File: config.mk
export PLATFORM = sky130hd
export DESIGN_NAME = rc_trim_cal
export DESIGN_NICKNAME = d
export VERILOG_FILES = /design/src/rtl/trim_cal_pkg.sv /design/src/rtl/trim_meas_port.sv /design/src/rtl/trim_interp.sv /design/src/rtl/rc_trim_cal.sv
export SDC_FILE = /design/constraint.sdc
export NUM_CORES = 1
export LEC_CHECK = 0
export BUFFER_PORTS_ARGS = -buffer_cell sky130_fd_sc_hd__buf_2
export CORE_MARGIN = 2
export CORE_UTILIZATION = 60
export CTS_BUF_LIST = sky130_fd_sc_hd__clkbuf_8
export DETAILED_ROUTE_END_ITERATION = 7
export GPL_ROUTABILITY_DRIVEN = 0
export HOLD_SLACK_MARGIN = 0.1
export PLACE_DENSITY = 0.88
export SYNTH_ARGS = -nofsm -noshare
export SYNTH_HDL_FRONTEND = slang
export SYNTH_SLANG_ARGS = --single-unit
File: constraint.sdc
create_clock -name clk -period 7.9 [get_ports clk]
set_input_delay 1.58 -clock clk [delete_from_list [all_inputs] [get_ports clk]]
set_output_delay 1.58 -clock clk [all_outputs]
set_load 0.01 [all_outputs]
File: src/rtl/trim_cal_pkg.sv
// Shared types for the trim calibrator.
// Assumes: nothing beyond 1800-2017 enum support.
package trim_cal_pkg;

    typedef enum logic [1:0] {ST_IDLE, ST_MEAS, ST_DIV} cal_state_t;

    typedef enum logic [2:0] {
        SP_C_LO, SP_C_HI, SP_C_EST, SP_F_HI, SP_F_EST
    } cal_step_t;

    typedef enum logic [1:0] {DIR_NONE, DIR_UP, DIR_DN} walk_dir_t;

    typedef enum logic [1:0] {MP_IDLE, MP_SETTLE, MP_WAIT} meas_phase_t;

endpackage

File: src/rtl/trim_meas_port.sv
// Measurement handshake: waits SETTLE cycles after go, pulses req for one
// cycle, then captures the first valid period count and pulses rdy.
// Assumes: go is a one-cycle pulse issued in the cycle after trim changed;
// valid outside the wait phase is dropped.
module trim_meas_port
    import trim_cal_pkg::*;
#(
    parameter int PER_W  = 16,
    parameter int SETTLE = 4
) (
    input  logic             clk,
    input  logic             rst_n,
    input  logic             go,
    input  logic             meas_valid,
    input  logic [PER_W-1:0] meas_period,
    output logic             meas_req,
    output logic [PER_W-1:0] per,
    output logic             rdy
);
    localparam int CNT_W = $clog2(SETTLE + 1);

    meas_phase_t      phase;
    logic [CNT_W-1:0] cnt;

    // Settle countdown, request pulse and response capture.
    always_ff @(posedge clk) begin
        if (!rst_n) begin
            phase    <= MP_IDLE;
            cnt      <= '0;
            meas_req <= 1'b0;
            per      <= '0;
            rdy      <= 1'b0;
        end else begin
            meas_req <= 1'b0;
            rdy      <= 1'b0;
            if (go) begin
                phase <= MP_SETTLE;
                cnt   <= CNT_W'(SETTLE);
            end else begin
                case (phase)
                    MP_SETTLE: begin
                        if (cnt <= CNT_W'(1)) begin
                            meas_req <= 1'b1;
                            phase    <= MP_WAIT;
                        end else begin
                            cnt <= cnt - CNT_W'(1);
                        end
                    end
                    MP_WAIT: begin
                        if (meas_valid) begin
                            per   <= meas_period;
                            rdy   <= 1'b1;
                            phase <= MP_IDLE;
                        end
                    end
                    default: ;
                endcase
            end
        end
    end
endmodule

File: src/rtl/trim_interp.sv
// Interpolated field estimate: floor(FMAX*(tmax-tgt)/(tmax-tmin)), clamped
// to FMAX. A bit-serial restoring divider makes one quotient bit per cycle.
// Assumes: start is a one-cycle pulse and is not raised while busy.
module trim_interp #(
    parameter int PER_W   = 16,
    parameter int FIELD_W = 5
) (
    input  logic               clk,
    input  logic               rst_n,
    input  logic               start,
    input  logic [PER_W-1:0]   tmax,
    input  logic [PER_W-1:0]   tmin,
    input  logic [PER_W-1:0]   tgt,
    output logic [FIELD_W-1:0] code,
    output logic               done
);
    localparam int NW    = PER_W + FIELD_W;
    localparam int FMAX  = (1 << FIELD_W) - 1;
    localparam int CNT_W = $clog2(NW + 1);

    logic             busy;
    logic [CNT_W-1:0] cnt;
    logic [PER_W-1:0] rem, dvs;
    logic [NW-1:0]    quo;
    logic [PER_W:0]   trial;
    logic             ge;
    logic [PER_W-1:0] rem_nxt;
    logic [NW-1:0]    quo_nxt;
    logic [NW-1:0]    num_ext;

    // One restoring step: shift in the next dividend bit and try a subtract.
    always_comb begin
        trial   = {rem, quo[NW-1]};
        ge      = (trial >= {1'b0, dvs});
        rem_nxt = ge ? PER_W'(trial - {1'b0, dvs}) : trial[PER_W-1:0];
        quo_nxt = {quo[NW-2:0], ge};
        num_ext = {{FIELD_W{1'b0}}, PER_W'(tmax - tgt)};
    end

    // Load the operands or handle the degenerate cases, then iterate NW times.
    always_ff @(posedge clk) begin
        if (!rst_n) begin
            busy <= 1'b0;
            cnt  <= '0;
            rem  <= '0;
            dvs  <= '0;
            quo  <= '0;
            code <= '0;
            done <= 1'b0;
        end else begin
            done <= 1'b0;
            if (start) begin
                if (tmax <= tgt) begin
                    code <= '0;
                    done <= 1'b1;
                end else if (tmax <= tmin) begin
                    code <= FIELD_W'(FMAX);
                    done <= 1'b1;
                end else begin
                    rem  <= '0;
                    quo  <= num_ext * NW'(FMAX);
                    dvs  <= tmax - tmin;
                    cnt  <= CNT_W'(NW);
                    busy <= 1'b1;
                end
            end else if (busy) begin
                rem <= rem_nxt;
                quo <= quo_nxt;
                cnt <= cnt - CNT_W'(1);
                if (cnt == CNT_W'(1)) begin
                    busy <= 1'b0;
                    done <= 1'b1;
                    code <= (quo_nxt > NW'(FMAX)) ? FIELD_W'(FMAX)
                                                  : quo_nxt[FIELD_W-1:0];
                end
            end
        end
    end
endmodule

File: src/rtl/rc_trim_cal.sv
// Two-stage trim search controller: coarse then fine, each stage built from
// an interpolated guess and a single-step walk.
// Assumes: inputs tgt/lim stay constant during a run; the period counter
// answers every request.
module rc_trim_cal
    import trim_cal_pkg::*;
#(
    parameter int FIELD_W = 5,
    parameter int PER_W   = 16,
    parameter int SETTLE  = 4
) (
    input  logic                 clk,
    input  logic                 rst_n,
    input  logic                 start,
    input  logic [PER_W-1:0]     tgt_period,
    input  logic [PER_W-1:0]     lim_lo_period,
    input  logic [PER_W-1:0]     lim_hi_period,
    input  logic                 meas_valid,
    input  logic [PER_W-1:0]     meas_period,
    output logic [2*FIELD_W-1:0] trim,
    output logic                 meas_req,
    output logic                 done,
    output logic                 fail
);
    localparam int FMAX = (1 << FIELD_W) - 1;

    cal_state_t         st;
    cal_step_t          step;
    walk_dir_t          last_dir, new_dir;
    logic               rev_once, reversal, at_edge, want_dn, want_up;
    logic [FIELD_W-1:0] crs, fin, est;
    logic [PER_W-1:0]   t_hi, t_lo, meas_per;
    logic               go, rdy, div_go, div_done, coarse_phase;

    assign trim         = {crs, fin};
    assign coarse_phase = (step == SP_C_LO) || (step == SP_C_HI) || (step == SP_C_EST);

    trim_meas_port #(.PER_W(PER_W), .SETTLE(SETTLE)) u_meas (
        .clk(clk), .rst_n(rst_n), .go(go),
        .meas_valid(meas_valid), .meas_period(meas_period),
        .meas_req(meas_req), .per(meas_per), .rdy(rdy)
    );

    trim_interp #(.PER_W(PER_W), .FIELD_W(FIELD_W)) u_interp (
        .clk(clk), .rst_n(rst_n), .start(div_go),
        .tmax(t_hi), .tmin(t_lo), .tgt(tgt_period),
        .code(est), .done(div_done)
    );

    // Fine-walk decision: direction, range check and reversal tracking.
    always_comb begin
        want_dn  = (meas_per < lim_lo_period);
        want_up  = !want_dn && ((meas_per > tgt_period) || (meas_per > lim_hi_period));
        new_dir  = want_dn ? DIR_DN : (want_up ? DIR_UP : DIR_NONE);
        at_edge  = (want_dn && (fin == '0)) || (want_up && (fin == FIELD_W'(FMAX)));
        reversal = (last_dir != DIR_NONE) && (new_dir != last_dir);
    end

    // Search sequencer: endpoint measurements, estimates and walks.
    always_ff @(posedge clk) begin
        if (!rst_n) begin
            st       <= ST_IDLE;
            step     <= SP_C_LO;
            crs      <= '0;
            fin      <= '0;
            t_hi     <= '0;
            t_lo     <= '0;
            go       <= 1'b0;
            div_go   <= 1'b0;
            done     <= 1'b0;
            fail     <= 1'b0;
            last_dir <= DIR_NONE;
            rev_once <= 1'b0;
        end else begin
            go     <= 1'b0;
            div_go <= 1'b0;
            done   <= 1'b0;
            case (st)
                ST_IDLE: begin
                    if (start) begin
                        fail     <= 1'b0;
                        crs      <= '0;
                        fin      <= '0;
                        step     <= SP_C_LO;
                        last_dir <= DIR_NONE;
                        rev_once <= 1'b0;
                        go       <= 1'b1;
                        st       <= ST_MEAS;
                    end
                end
                ST_MEAS: begin
                    if (rdy) begin
                        case (step)
                            SP_C_LO: begin
                                t_hi <= meas_per;
                                crs  <= FIELD_W'(FMAX);
                                step <= SP_C_HI;
                                go   <= 1'b1;
                            end
                            SP_C_HI, SP_F_HI: begin
                                t_lo   <= meas_per;
                                div_go <= 1'b1;
                                st     <= ST_DIV;
                            end
                            SP_C_EST: begin
                                if (meas_per >= tgt_period) begin
                                    t_hi <= meas_per;
                                    fin  <= FIELD_W'(FMAX);
                                    step <= SP_F_HI;
                                    go   <= 1'b1;
                                end else if (crs == '0) begin
                                    fail <= 1'b1;
                                    st   <= ST_IDLE;
                                end else begin
                                    crs <= crs - FIELD_W'(1);
                                    go  <= 1'b1;
                                end
                            end
                            default: begin
                                if (new_dir == DIR_NONE) begin
                                    done <= 1'b1;
                                    st   <= ST_IDLE;
                                end else if (at_edge || (reversal && rev_once)) begin
                                    fail <= 1'b1;
                                    st   <= ST_IDLE;
                                end else begin
                                    fin      <= (new_dir == DIR_UP) ? fin + FIELD_W'(1)
                                                                    : fin - FIELD_W'(1);
                                    last_dir <= new_dir;
                                    rev_once <= reversal;
                                    go       <= 1'b1;
                                end
                            end
                        endcase
                    end
                end
                ST_DIV: begin
                    if (div_done) begin
                        if (step == SP_C_HI) begin
                            crs  <= est;
                            step <= SP_C_EST;
                        end else begin
                            fin  <= est;
                            step <= SP_F_EST;
                        end
                        go <= 1'b1;
                        st <= ST_MEAS;
                    end
                end
                default: st <= ST_IDLE;
            endcase
        end
    end
endmodule

# == After elaboration in Yosys (flattened, before gate mapping) ==
# Cells that the tools add are included.
# word_totals
regBits,142
wordCells,245
out_inout_bits,13
in_bits,68
# op_classes
eq_ne,39
bitwise,9
addsub,8
mul,1
n_mux,105
reduce_logical,48
order_cmp,9
# ops
operator,n
two-way mux 5 bit,23
two-way mux 16 bit,6
two-way mux 21 bit,4
subtractor 16 bit,3
two-way mux 1 bit,33
> comparator 16 bit,2
less-or-equal comparator 16 bit,2
one-hot mux 16 bit (2 select lines),1
two-way mux 2 bit,15
one-hot mux 5 bit (3 select lines),2
"!= test 3 bit, second input constant",9
two-way mux 3 bit,8
"!= test 2 bit, second input constant",12
AND reduction 3 bit,8
"> comparator 21 x 5 -> 1 bit, second input constant",1
"multiplier 16 x 5 -> 21 bit, second input constant",1
one-hot mux 5 bit (2 select lines),2
>= comparator 17 x 16 -> 1 bit,1
>= comparator 16 bit,1
< comparator 16 bit,1
AND reduction 8 bit,2
"subtractor 5 x 1 -> 5 bit, second input constant",3
nonzero test 2 bit,7
one-hot mux 2 bit (3 select lines),2
other kinds (36),70

# == Depth between registers and ports, before layout ==
# Gate-level depths: netlist of run 1.
# logic_depth
depth_word,14
depth_mapped,24
depth_no_buf,24

# == By module ==
# From an unflattened synthesis of run 1, not the netlist that was laid out.
# unflattened
hier_cells,1504
area_unflattened_um2,12009.0
# by_module_without_submodules
module,n_inst,seq_area_each_um2,cells_per_inst,area_per_inst_um2
trim_interp,1,1301.2,885,7009.2
rc_trim_cal,1,1081.0,512,4006.3
trim_meas_port,1,460.4,107,993.5

# == Worst setup path after synthesis of run 1 ==
# Ideal clock, no wire load.
# synth_timing
path_type,input to register
from,in tgt_period[0]
to,reg u_interp.quo[20]
setup_time_ns,0.067
setup_slack_ns,0.951
required_time_ns,7.833
arrival_time_ns,6.882
path_buffers,0
stages,23
path_cell_list,ha_1 inv_1 fa_1 a211oi_1 nor2_1 o21a_1 nor2_1 xnor2_1 xor2_1 ha_1 ha_1 xnor2_1 fa_1 inv_1 ha_1 a21o_1 a211oi_2 o22ai_1 a21o_1 a311o_1 a311o_1 a221o_1 a21oi_2
# synth_via
elab_chain_cells,5
elab_cells_between_ends,8
classes_between,add/sub (1); mul (1); order compare (1); eq/ne (1); mux (3); reduce/logical (1)
# synth_rtl
element,line,source
from (decl),rc_trim_cal.sv:15,"input logic [PER_W-1:0] tgt_period,"
subtractor 16 bit,trim_interp.sv:37,"num_ext = {{FIELD_W{1'b0}}, PER_W'(tmax - tgt)};"
multiplier 16 x 5 -> 21 bit,trim_interp.sv:61,quo <= num_ext * NW'(FMAX);
two-way mux 21 bit,trim_interp.sv:56,end else if (tmax <= tmin) begin
two-way mux 21 bit,trim_interp.sv:53,if (tmax <= tgt) begin
two-way mux 21 bit,trim_interp.sv:52,if (start) begin
to (signal assigned),trim_interp.sv:61,
to (signal assigned),trim_interp.sv:68,quo <= quo_nxt;
to (decl),trim_interp.sv:24,logic [NW-1:0] quo;
# Several ways; a longest one is shown, not always the timed one. The select of a mux whose other input is x is not followed.
# A chain may end at the register's enable or synchronous reset.

# == Worst setup path in the final report of run 1 ==
# Same ends and word-level chain as after synthesis.

==> results of run 1 <==
## cells in the final DEF, fill, tap and decap left out, drive strengths merged, types with 24 or more instances in the layout
master	synthesis	routed
a211oi	24	24
a21o	29	29
a21oi	127	127
buf	11	88
dfxtp	142	142
fa	33	33
ha	145	145
inv	156	159
mux2i	47	47
nand2	141	141
nand2b	24	24
nand3	32	32
nor2	115	115
nor3	25	25
o21ai	70	70
xnor2	39	39
xor2	30	30
## metal layers
layer / vias to the layer above / track usage (%) / part of all wire, %
li1: 5241 / - / -
met1: 4981 / 34.7 / 42
met2: 438 / 49.3 / 46
met3: 98 / 5.66 / 6.6
met4: 0 / 15.5 / 5.4
met5: - / 0 / 0
## worst reg2reg max path: cells and delay by family (launching register included)
family,cells,cell delay (ns)
flops,1,0.31
buf+inv,3,0.22
simple gates,2,0.24
compound gates,10,2.53
fa+ha+maj,6,2.14
xor+xnor,3,0.86
## layout make-up
class	instances	area (um2)
inverter	157	591
fill	1564	6590
clock inverter	15	171
tap	265	332
multi-input combinational	1113	8170
sequential	142	2840
clock buffer	17	234
timing repair buffer	88	460
## kinds of logic after synthesis
group	share of synthesized area, %
DFF	24.1
and+or+nand+nor	17.4
xor gates and xnor gates	5.12
buffers and inverters	6.68
muxes	4.65
AOI/OAI and AO/OA	21.0
adders and majority gates	21.1
## path summary, 6_finish.rpt
| path | startpoint | endpoint | slack, ns | cells past startpoint |
|---|---|---|---|---|
| worst max-delay path | tgt_period[0] | u_interp.quo[20] | 0.76 | 24 |
| worst min-delay path | t_lo[6] | t_lo[6] | 0.46 | 2 |
| worst max register to register | t_hi[0] | u_interp.quo[20] | 1.56 | 24 |
| worst min register to register | t_lo[6] | t_lo[6] | 0.46 | 2 |
## metrics by stage
| stage | instances | power (mW) |
|---|---|---|
| after floorplan | 1461 | 1.53 |
| after global placement | 1765 | 1.69 |
| after detailed placement | 1765 | 1.72 |
| after CTS | 1797 | 2.32 |
| after global routing | 1797 | 2.48 |
| final | 1797 | 2.33 |
## power by group through the flow
stage	Clock [mW]	Sequential [mW]	Combinational, mW
floorplan	0	0.767	0.760
global placement	0	0.769	0.919
detailed placement	0	0.770	0.949
CTS	0.614	0.754	0.956
global route	0.645	0.756	1.08
finish	0.610	0.754	0.969
## flip-flops by register name, summed over array words and instances, names as in the netlist, 5 cells and up
register and flops:
u_interp.cnt 5, crs 5, t_lo 16, u_interp.dvs 16, fin 5, u_interp.quo 21, u_meas.per 16, u_interp.code 5
t_hi 16, u_interp.rem 16
==> reports/qor.csv, run 1 <==
stage;metric;value;unit
global_routing;grt_pass1_wl;48.1;mm
power_and_ir_drop;sw_frac_of_total;37.5;%
floorplan;die_w;144;um
detailed_routing;first_pass_iters;5;
power_and_ir_drop;seqPwrFrac;32.3;%
cts;ctsResizeCount;0;
floorplan;dieArea;20800;um2
global_routing;antenna_found_initial;0;
yosys;synth.area.top_cells;dfxtp_1 (24%), ha_1 (15%), fa_1 (5.6%);
global_routing;grt_max_degree;89;
floorplan;die_h;144;um
floorplan;core;19400;um2
timing;hold_viol;0;
worst_setup_path;critPathCaptureType;flop;
worst_setup_path;start_kind;input port;
run;drv_cap;0;
cts;cts_tree;built;
detailed_routing;drt-initial-drc-count;689;
yosys;synth_area_leader_cell;dfxtp_1;
yosys;synth_common_cells;inv_1 (154), ha_1 (145), dfxtp_1 (142);
worst_setup_path;crit_chain;buf_2, ha_1, inv_1, fa_1, a211oi_1, nor2_1, o21a_1, nor2_1, xnor2_1, xor2_1, ha_1, ha_1, xnor2_1, fa_1, inv_1, ha_1, a21o_1, a211oi_2, o22ai_1, a21o_1, a311o_1, a311o_1, a221o_1, a21oi_2;
finish;syn2layout_area_growth;8.47;%
worst_setup_path;worstPathMaxFanout;8;
cts;clock-sinks;142;
finish;fin_area;12800;um2
worst_setup_path;crit_family;compound AO/OA/AOI/OAI gates;
worst_setup_path;critPathMaxStageDelay;0.53;ns
yosys;syn-cell-area;11800;um2
finish;fin_nets;1765;
finish;antennaDiodeCount;0;
place;post_dp_cell_area;12400;um2
power_and_ir_drop;power.density;182;nW/um2
yosys;yosys_warnings;0;
floorplan;rows;51;
finish;drive_gt1_share;9.79;%
yosys;synth_seq_cells;142;
yosys;synth_edf_count;0;
place;dp_slack;0.362;ns
yosys;async_reset_ff_share;0;%
worst_setup_path;critPathBufInv;3;
detailed_routing;num_vias;10758;
timing;fmax;140;MHz
worst_setup_path;critPathSlowestCell;fa_1;
timing;skew;0.0192;ns
yosys;synthCells;1461;
floorplan;start_util;60.9;%
run_status;status;complete, no violations;
timing;worst_slack;0.760;ns
power_and_ir_drop;p_switching;876;uW
yosys;synth.avg_cell_area;8.08;um2
timing;holdWs;0.455;ns
detailed_routing;viasPerCell;5.99;
power_and_ir_drop;cellLeakagePower;5.65;nW
worst_setup_path;required;8.28;ns
timing;relSlewSlack;22.3;%
cts;cts-root-buf;clkbuf_8;
timing;worst_pin_slew;1.17;ns
detailed_routing;drcViolationCount;0;
detailed_routing;wire_per_inst;16.5;um
timing;finalCriticalPeriod;7.14;ns
detailed_routing;routed_wl;29.7;mm
place;dpl.hpwl;22.5;mm
cts;cts_setup_buffers;0;
power_and_ir_drop;power_frac_comb;41.5;%
timing;setup_viol;0;
yosys;post-synth-top-count-cell;inv_1;
hold_path;hold_class;flop to flop;
power_and_ir_drop;p_clk_share;26.2;%
yosys;ys_types;84;
power_and_ir_drop;ir_drop;168;uV
yosys;syn_nets;1707;
global_routing;grt_pass1_vias;10199;
cts;worstSkewPairLatency;0.46;ns
timing;drv_slew;0;
yosys;ys_dominant_reg_cell;dfxtp_1;
cts;htreeDepth;4;
yosys;ys_seq_area_share;24.1;%
detailed_routing;ant_nets;0;
place;io_buffer_count;80;
timing;fin_setup_tns;0;ns
cts;cts_buffers;17;
worst_setup_path;critPathArrivalTime;7.52;ns
worst_setup_path;worst_path_most_repeated_cell;ha_1;
cts;clk_path_buf_depth;2;
timing;fin_crit_sh;90.4;%
power_and_ir_drop;internal-power;1.46;mW
finish;final_util;66.0;%
global_routing;grt_overflow;0;
cts;clk_pin_slew;0.07;ns
cts;postCtsHoldBufs;0;
timing;rsz0062_at_grt;no;
yosys;synth_top_cell_area_share;24.1;%
worst_setup_path;worstSetupPathType;input port to flop;
global_routing;grt_usage;29.0;%
floorplan;ios;81;
(Power assumes the default switching activity.)
==> run 2: changes to the inputs <==
--- a/config.mk
+++ b/config.mk
@@ -10,7 +10,7 @@
 export CORE_UTILIZATION = 60
 export CTS_BUF_LIST = sky130_fd_sc_hd__clkbuf_8
 export DETAILED_ROUTE_END_ITERATION = 7
-export GPL_ROUTABILITY_DRIVEN = 0
+export GPL_TIMING_DRIVEN = 0
 export HOLD_SLACK_MARGIN = 0.1
 export PLACE_DENSITY = 0.88
 export SYNTH_ARGS = -nofsm -noshare
==> reports/qor.csv, run 2 (synthesis results as in run 1) <==
stage;metric;value;unit;change
run_status;status;complete, no violations;;
finish;mostFrequentLayoutCells;inv_1 (155), ha_1 (145), dfxtp_1 (142);;
finish;final_common_cell;inv_1;;
power_and_ir_drop;power.density;189;nW/um2;+3.5%
power_and_ir_drop;power;2.45;mW;+5.1%
detailed_routing;wire_per_inst;17.4;um;+5.5%
global_routing;grt_usage;31.2;%;+2.2 points
finish;drive_gt1_share;9.48;%;-0.31 points
worst_setup_path;critPathArrivalTime;7.62;ns;+0.10 ns
cts;clk_path_buf_depth;2;;unchanged
finish;antennaDiodeCount;0;;unchanged
finish;largest_reg_flops;21;;unchanged
worst_setup_path;worstPathMaxFanout;8;;unchanged
floorplan;dieArea;20800;um2;unchanged
detailed_routing;viasPerCell;6.06;;+1.2%
floorplan;start_util;60.9;%;unchanged
timing;rsz0062_at_grt;no;;
worst_setup_path;worstSetupPathType;input port to flop;;
global_routing;grt_max_degree;17;;-81%
place;placedCellCount;1805;;+2.3%
power_and_ir_drop;cellLeakagePower;5.72;nW;+1.2%
cts;cts_buffers;17;;unchanged
detailed_routing;num_vias;11118;;+3.3%
floorplan;die_h;144;um;unchanged
timing;worst_pin_slew;1.02;ns;-0.142 ns
detailed_routing;drt-initial-drc-count;886;;+29%
cts;clock-sinks;142;;unchanged
floorplan;rows;51;;unchanged
hold_path;hold_class;flop to flop;;
worst_setup_path;start_kind;input port;;
global_routing;antenna_found_initial;0;;unchanged
timing;fin_crit_sh;91.3;%;+0.93 points
cts;postCtsHoldBufs;0;;unchanged
cts;worstSkewPairLatency;0.48;ns;+0.02 ns
place;dpl.hpwl;25.2;mm;+12%
timing;fmax;139;MHz;-1.0%
global_routing;grt_overflow;0;;unchanged
timing;skew;0.0185;ns;-0.000721 ns
timing;drv_slew;0;;unchanged
cts;ctsResizeCount;0;;unchanged
finish;fin_cells;1836;;+2.2%
detailed_routing;ant_nets;0;;unchanged
cts;htreeDepth;4;;unchanged
detailed_routing;routed_wl;32.0;mm;+7.8%
global_routing;grt_pass1_wl;51.1;mm;+6.3%
global_routing;grt_pass1_vias;10429;;+2.3%
run;drv_cap;0;;unchanged
detailed_routing;first_pass_iters;7;;+2
finish;fin_nets;1805;;+2.3%
finish;final_util;67.0;%;+1.0 points
timing;hold_viol;0;;unchanged
finish;fin_area;13000;um2;+1.6%
place;post_dp_cell_area;12500;um2;+1.1%
worst_setup_path;required;8.31;ns;+0.03 ns
timing;finalCriticalPeriod;7.21;ns;+0.0732 ns
floorplan;ios;81;;unchanged
detailed_routing;drcViolationCount;0;;unchanged
cts;cts_setup_buffers;0;;unchanged
floorplan;core;19400;um2;unchanged
cts;cts-root-buf;clkbuf_8;;
power_and_ir_drop;ir_drop;119;uV;-29%
finish;regMostFlops;u_interp.quo;;
place;io_buffer_count;79;;-1.3%
cts;cts_tree;built;;
timing;fin_setup_tns;0;ns;unchanged
cts;clk_pin_slew;0.09;ns;+0.02 ns
place;routabilityCongestion;0.923;;
worst_setup_path;critPathCaptureType;flop;;
timing;holdWs;0.458;ns;+0.00220 ns
timing;relSlewSlack;31.3;%;+9.0 points
finish;syn2layout_area_growth;10.2;%;
timing;setup_viol;0;;unchanged
timing;worst_slack;0.687;ns;-0.0732 ns
floorplan;die_w;144;um;unchanged
place;dp_slack;0.273;ns;-0.0892 ns
==> run 2: path summary, 6_finish.rpt <==
check,end,slack [ns],from,depth (start not counted)
min reg2reg,t_lo[10],0.46,t_lo[10],2
min,t_lo[10],0.46,t_lo[10],2
max,u_interp.quo[20],0.69,tgt_period[0],24
max reg2reg,u_interp.quo[20],1.45,t_hi[0],24
==> run 2: report_power, final <==
group / total [mW] / internal [mW] / switching (mW)
registers: 0.754 / 0.732 / 0.0220
clock network: 0.709 / 0.407 / 0.302
logic: 0.990 / 0.418 / 0.571
total: 2.45 / 1.56 / 0.895
==> run 2: metal layers <==
layer,vias to the layer above,share of wire (%),GRT usage (%)
li1,5343,-,-
met1,5168,41,38.6
met2,495,46,51.8
met3,112,7.4,5.79
met4,0,5.5,16.8
met5,-,0,0
==> run 2: cell type report <==
type	count	area, um2
Buffer	49	199
Inverter	157	589
Tap cell	265	332
Clock buffer	17	234
Fill cell	1547	6390
Clock inverter	14	240
Sequential cell	142	2840
Timing Repair Buffer	79	395
Multi-Input combinational cell	1113	8170
==> run 2: worst max-delay path, cell delays in order <==
cell      delay [ns]
buf_2           0.14
ha_1            0.19
inv_1           0.06
fa_1            0.42
a211oi_1        0.33
nor2_1          0.11
o21a_1          0.18
nor2_1          0.11
xnor2_1         0.46
xor2_1          0.32
ha_1            0.29
ha_1            0.33
xnor2_1         0.16
fa_1            0.53
inv_1           0.04
ha_1            0.36
a21o_1          0.23
a211oi_2        0.21
o22ai_1         0.09
a21o_1          0.20
a311o_1         0.40
a311o_1         0.40
a221o_1         0.36
a21oi_2         0.11
==> run 3: changes to the inputs <==
--- a/config.mk
+++ b/config.mk
@@ -12,6 +12,7 @@
 export DETAILED_ROUTE_END_ITERATION = 7
 export GPL_TIMING_DRIVEN = 0
 export HOLD_SLACK_MARGIN = 0.1
+export MAX_ROUTING_LAYER = met4
 export PLACE_DENSITY = 0.88
 export SYNTH_ARGS = -nofsm -noshare
 export SYNTH_HDL_FRONTEND = slang
==> reports/qor.csv, run 3 (synthesis results as in run 1) <==
stage;metric;value;unit;change
worst_setup_path;worstPathMaxFanout;8;;unchanged
cts;clk_pin_slew;0.09;ns;about the same
power_and_ir_drop;power;2.33;mW;-5.0%
timing;fmax;138;MHz;-0.18%
timing;holdWs;0.457;ns;-0.000975 ns
detailed_routing;drt-initial-drc-count;904;;+2.0%
cts;postCtsHoldBufs;0;;unchanged
worst_setup_path;worstSetupPathType;input port to flop;;
timing;worst_slack;0.674;ns;-0.0127 ns
detailed_routing;viasPerCell;6.02;;-0.65%
cts;cts_tree;built;;
floorplan;core;19400;um2;unchanged
detailed_routing;wire_per_inst;17.4;um;-0.34%
worst_setup_path;critPathSlowestCell;fa_1;;
hold_path;hold_class;flop to flop;;
timing;setup_viol;0;;unchanged
cts;cts-root-buf;clkbuf_8;;
timing;fin_crit_sh;91.5;%;+0.16 points
floorplan;dieArea;20800;um2;unchanged
detailed_routing;routed_wl;31.9;mm;-0.34%
worst_setup_path;start_kind;input port;;
floorplan;die_w;144;um;unchanged
global_routing;grt_usage;32.6;%;+1.3 points
finish;regMostFlops;u_interp.quo;;
cts;cts_setup_buffers;0;;unchanged
timing;fin_setup_tns;0;ns;unchanged
detailed_routing;num_vias;11046;;-0.65%
worst_setup_path;critPathMaxStageDelay;0.52;ns;about the same
timing;skew;0.0177;ns;-0.000822 ns
place;io_buffer_count;79;;unchanged
timing;relSlewSlack;30.2;%;-1.1 points
finish;largest_reg_flops;21;;unchanged
finish;fin_nets;1805;;unchanged
worst_setup_path;required;8.30;ns;about the same
floorplan;rows;51;;unchanged
finish;fill_cells;1600;;+3.4%
worst_setup_path;critPathCaptureType;flop;;
global_routing;grt_max_degree;17;;unchanged
worst_setup_path;crit_chain;buf_2, ha_1, inv_1, fa_1, a211oi_1, nor2_1, o21a_1, nor2_1, xnor2_1, xor2_1, ha_1, ha_1, xnor2_1, fa_1, inv_1, ha_1, a21o_1, a211oi_2, o22ai_1, a21o_1, a311o_1, a311o_1, a221o_1, a21oi_2;;
worst_setup_path;critPathBufInv;3;;unchanged
global_routing;grt_pass1_wl;52.2;mm;+2.2%
timing;worst_pin_slew;1.05;ns;+0.0245 ns
worst_setup_path;critPathArrivalTime;7.63;ns;about the same
timing;hold_viol;0;;unchanged
cts;ctsResizeCount;0;;unchanged
global_routing;grt_overflow;0;;unchanged
detailed_routing;first_pass_iters;5;;-2
run;drv_cap;0;;unchanged
cts;worstSkewPairLatency;0.47;ns;about the same
place;post_dp_cell_area;12500;um2;unchanged
finish;final_common_cell;inv_1;;
global_routing;grt_pass1_vias;10750;;+3.1%
finish;fin_cells;1836;;unchanged
finish;syn2layout_area_growth;9.45;%;
finish;mostFrequentLayoutCells;inv_1 (155), ha_1 (145), dfxtp_1 (142);;
power_and_ir_drop;cellLeakagePower;5.66;nW;-0.92%
place;dp_slack;0.299;ns;+0.0263 ns
timing;rsz0062_at_grt;no;;
global_routing;antenna_found_initial;0;;unchanged
timing;drv_slew;0;;unchanged
place;dpl.hpwl;25.2;mm;-0.27%
floorplan;start_util;60.9;%;unchanged
cts;htreeDepth;4;;unchanged
finish;fin_area;12900;um2;-0.65%
detailed_routing;ant_nets;0;;unchanged
detailed_routing;drcViolationCount;0;;unchanged
timing;finalCriticalPeriod;7.23;ns;+0.0127 ns
floorplan;die_h;144;um;unchanged
finish;antennaDiodeCount;0;;unchanged
power_and_ir_drop;power.density;180;nW/um2;-4.4%
floorplan;ios;81;;unchanged
finish;multi_input_comb_area;8170;um2;unchanged
power_and_ir_drop;ir_drop;124;uV;+4.2%
run_status;status;complete, no violations;;
finish;drive_gt1_share;9.48;%;unchanged
cts;clock-sinks;142;;unchanged
place;routabilityCongestion;0.950;;+3.0%
cts;cts_buffers;17;;unchanged
cts;clk_path_buf_depth;2;;unchanged
finish;sequential_cell_area;2840;um2;unchanged
worst_setup_path;worst_path_most_repeated_cell;ha_1;;
place;placedCellCount;1805;;unchanged
worst_setup_path;crit_family;compound AO/OA/AOI/OAI gates;;
finish;final_util;66.6;%;-0.44 points
## run 3: cell count changes in the layout (fill, tap and decap cells not counted), sizes merged
cell	delta
bufinv	-4
clkinvlp	+4
inv	+1
clkinv	-2
clkbuf	+1
## run 3: final cells by class
class / instances / area share, %
repair buffers: 79 / 3.06
flip-flops and latches: 142 / 22.0
clock buffers: 18 / 1.92
inverters: 157 / 4.56
plain buffers: 49 / 1.54
well taps: 265 / 2.57
clock inverters: 13 / 1.09
multi-input cells: 1113 / 63.3
## run 3: where the power goes
part	total, mW	leakage [nW]	switching [mW]	internal (mW)
clock network	0.589	0.185	0.301	0.288
logic	0.986	4.33	0.568	0.418
registers	0.754	1.14	0.0216	0.732
total	2.33	5.66	0.891	1.44
## run 3: per-layer routing
| metal | up-vias | part of all wire [%] | track usage [%] |
|---|---|---|---|
| li1 | 5331 | - | - |
| met1 | 5097 | 42 | 38.8 |
| met4 | 0 | 5.4 | 17.0 |
| met5 | - | 0 | - |
| met2 | 496 | 46 | 52.8 |
| met3 | 122 | 7.2 | 5.99 |
## run 3: worst register-to-register path, stage by stage, from the launching register on
cell      delay, ns
dfxtp_1        0.32
inv_1          0.16
ha_1           0.21
inv_1          0.06
fa_1           0.42
a211oi_1       0.33
nor2_1         0.13
o21a_1         0.18
nor2_1         0.11
xnor2_1        0.45
xor2_1         0.23
ha_1           0.35
ha_1           0.34
xnor2_1        0.16
fa_1           0.52
inv_1          0.05
ha_1           0.36
a21o_1         0.22
a211oi_2       0.22
o22ai_1        0.11
a21o_1         0.20
a311o_1        0.41
a311o_1        0.41
a221o_1        0.37
a21oi_2        0.13
## run 3: final timing paths
| kind | start | endpoint | slack [ns] | depth (start not counted) |
|---|---|---|---|---|
| setup reg to reg | t_hi[0] | u_interp.quo[20] | 1.42 | 24 |
| setup / recovery | tgt_period[0] | u_interp.quo[20] | 0.67 | 24 |
| hold / removal | t_lo[9] | t_lo[9] | 0.46 | 2 |
| hold reg to reg | t_lo[9] | t_lo[9] | 0.46 | 2 |
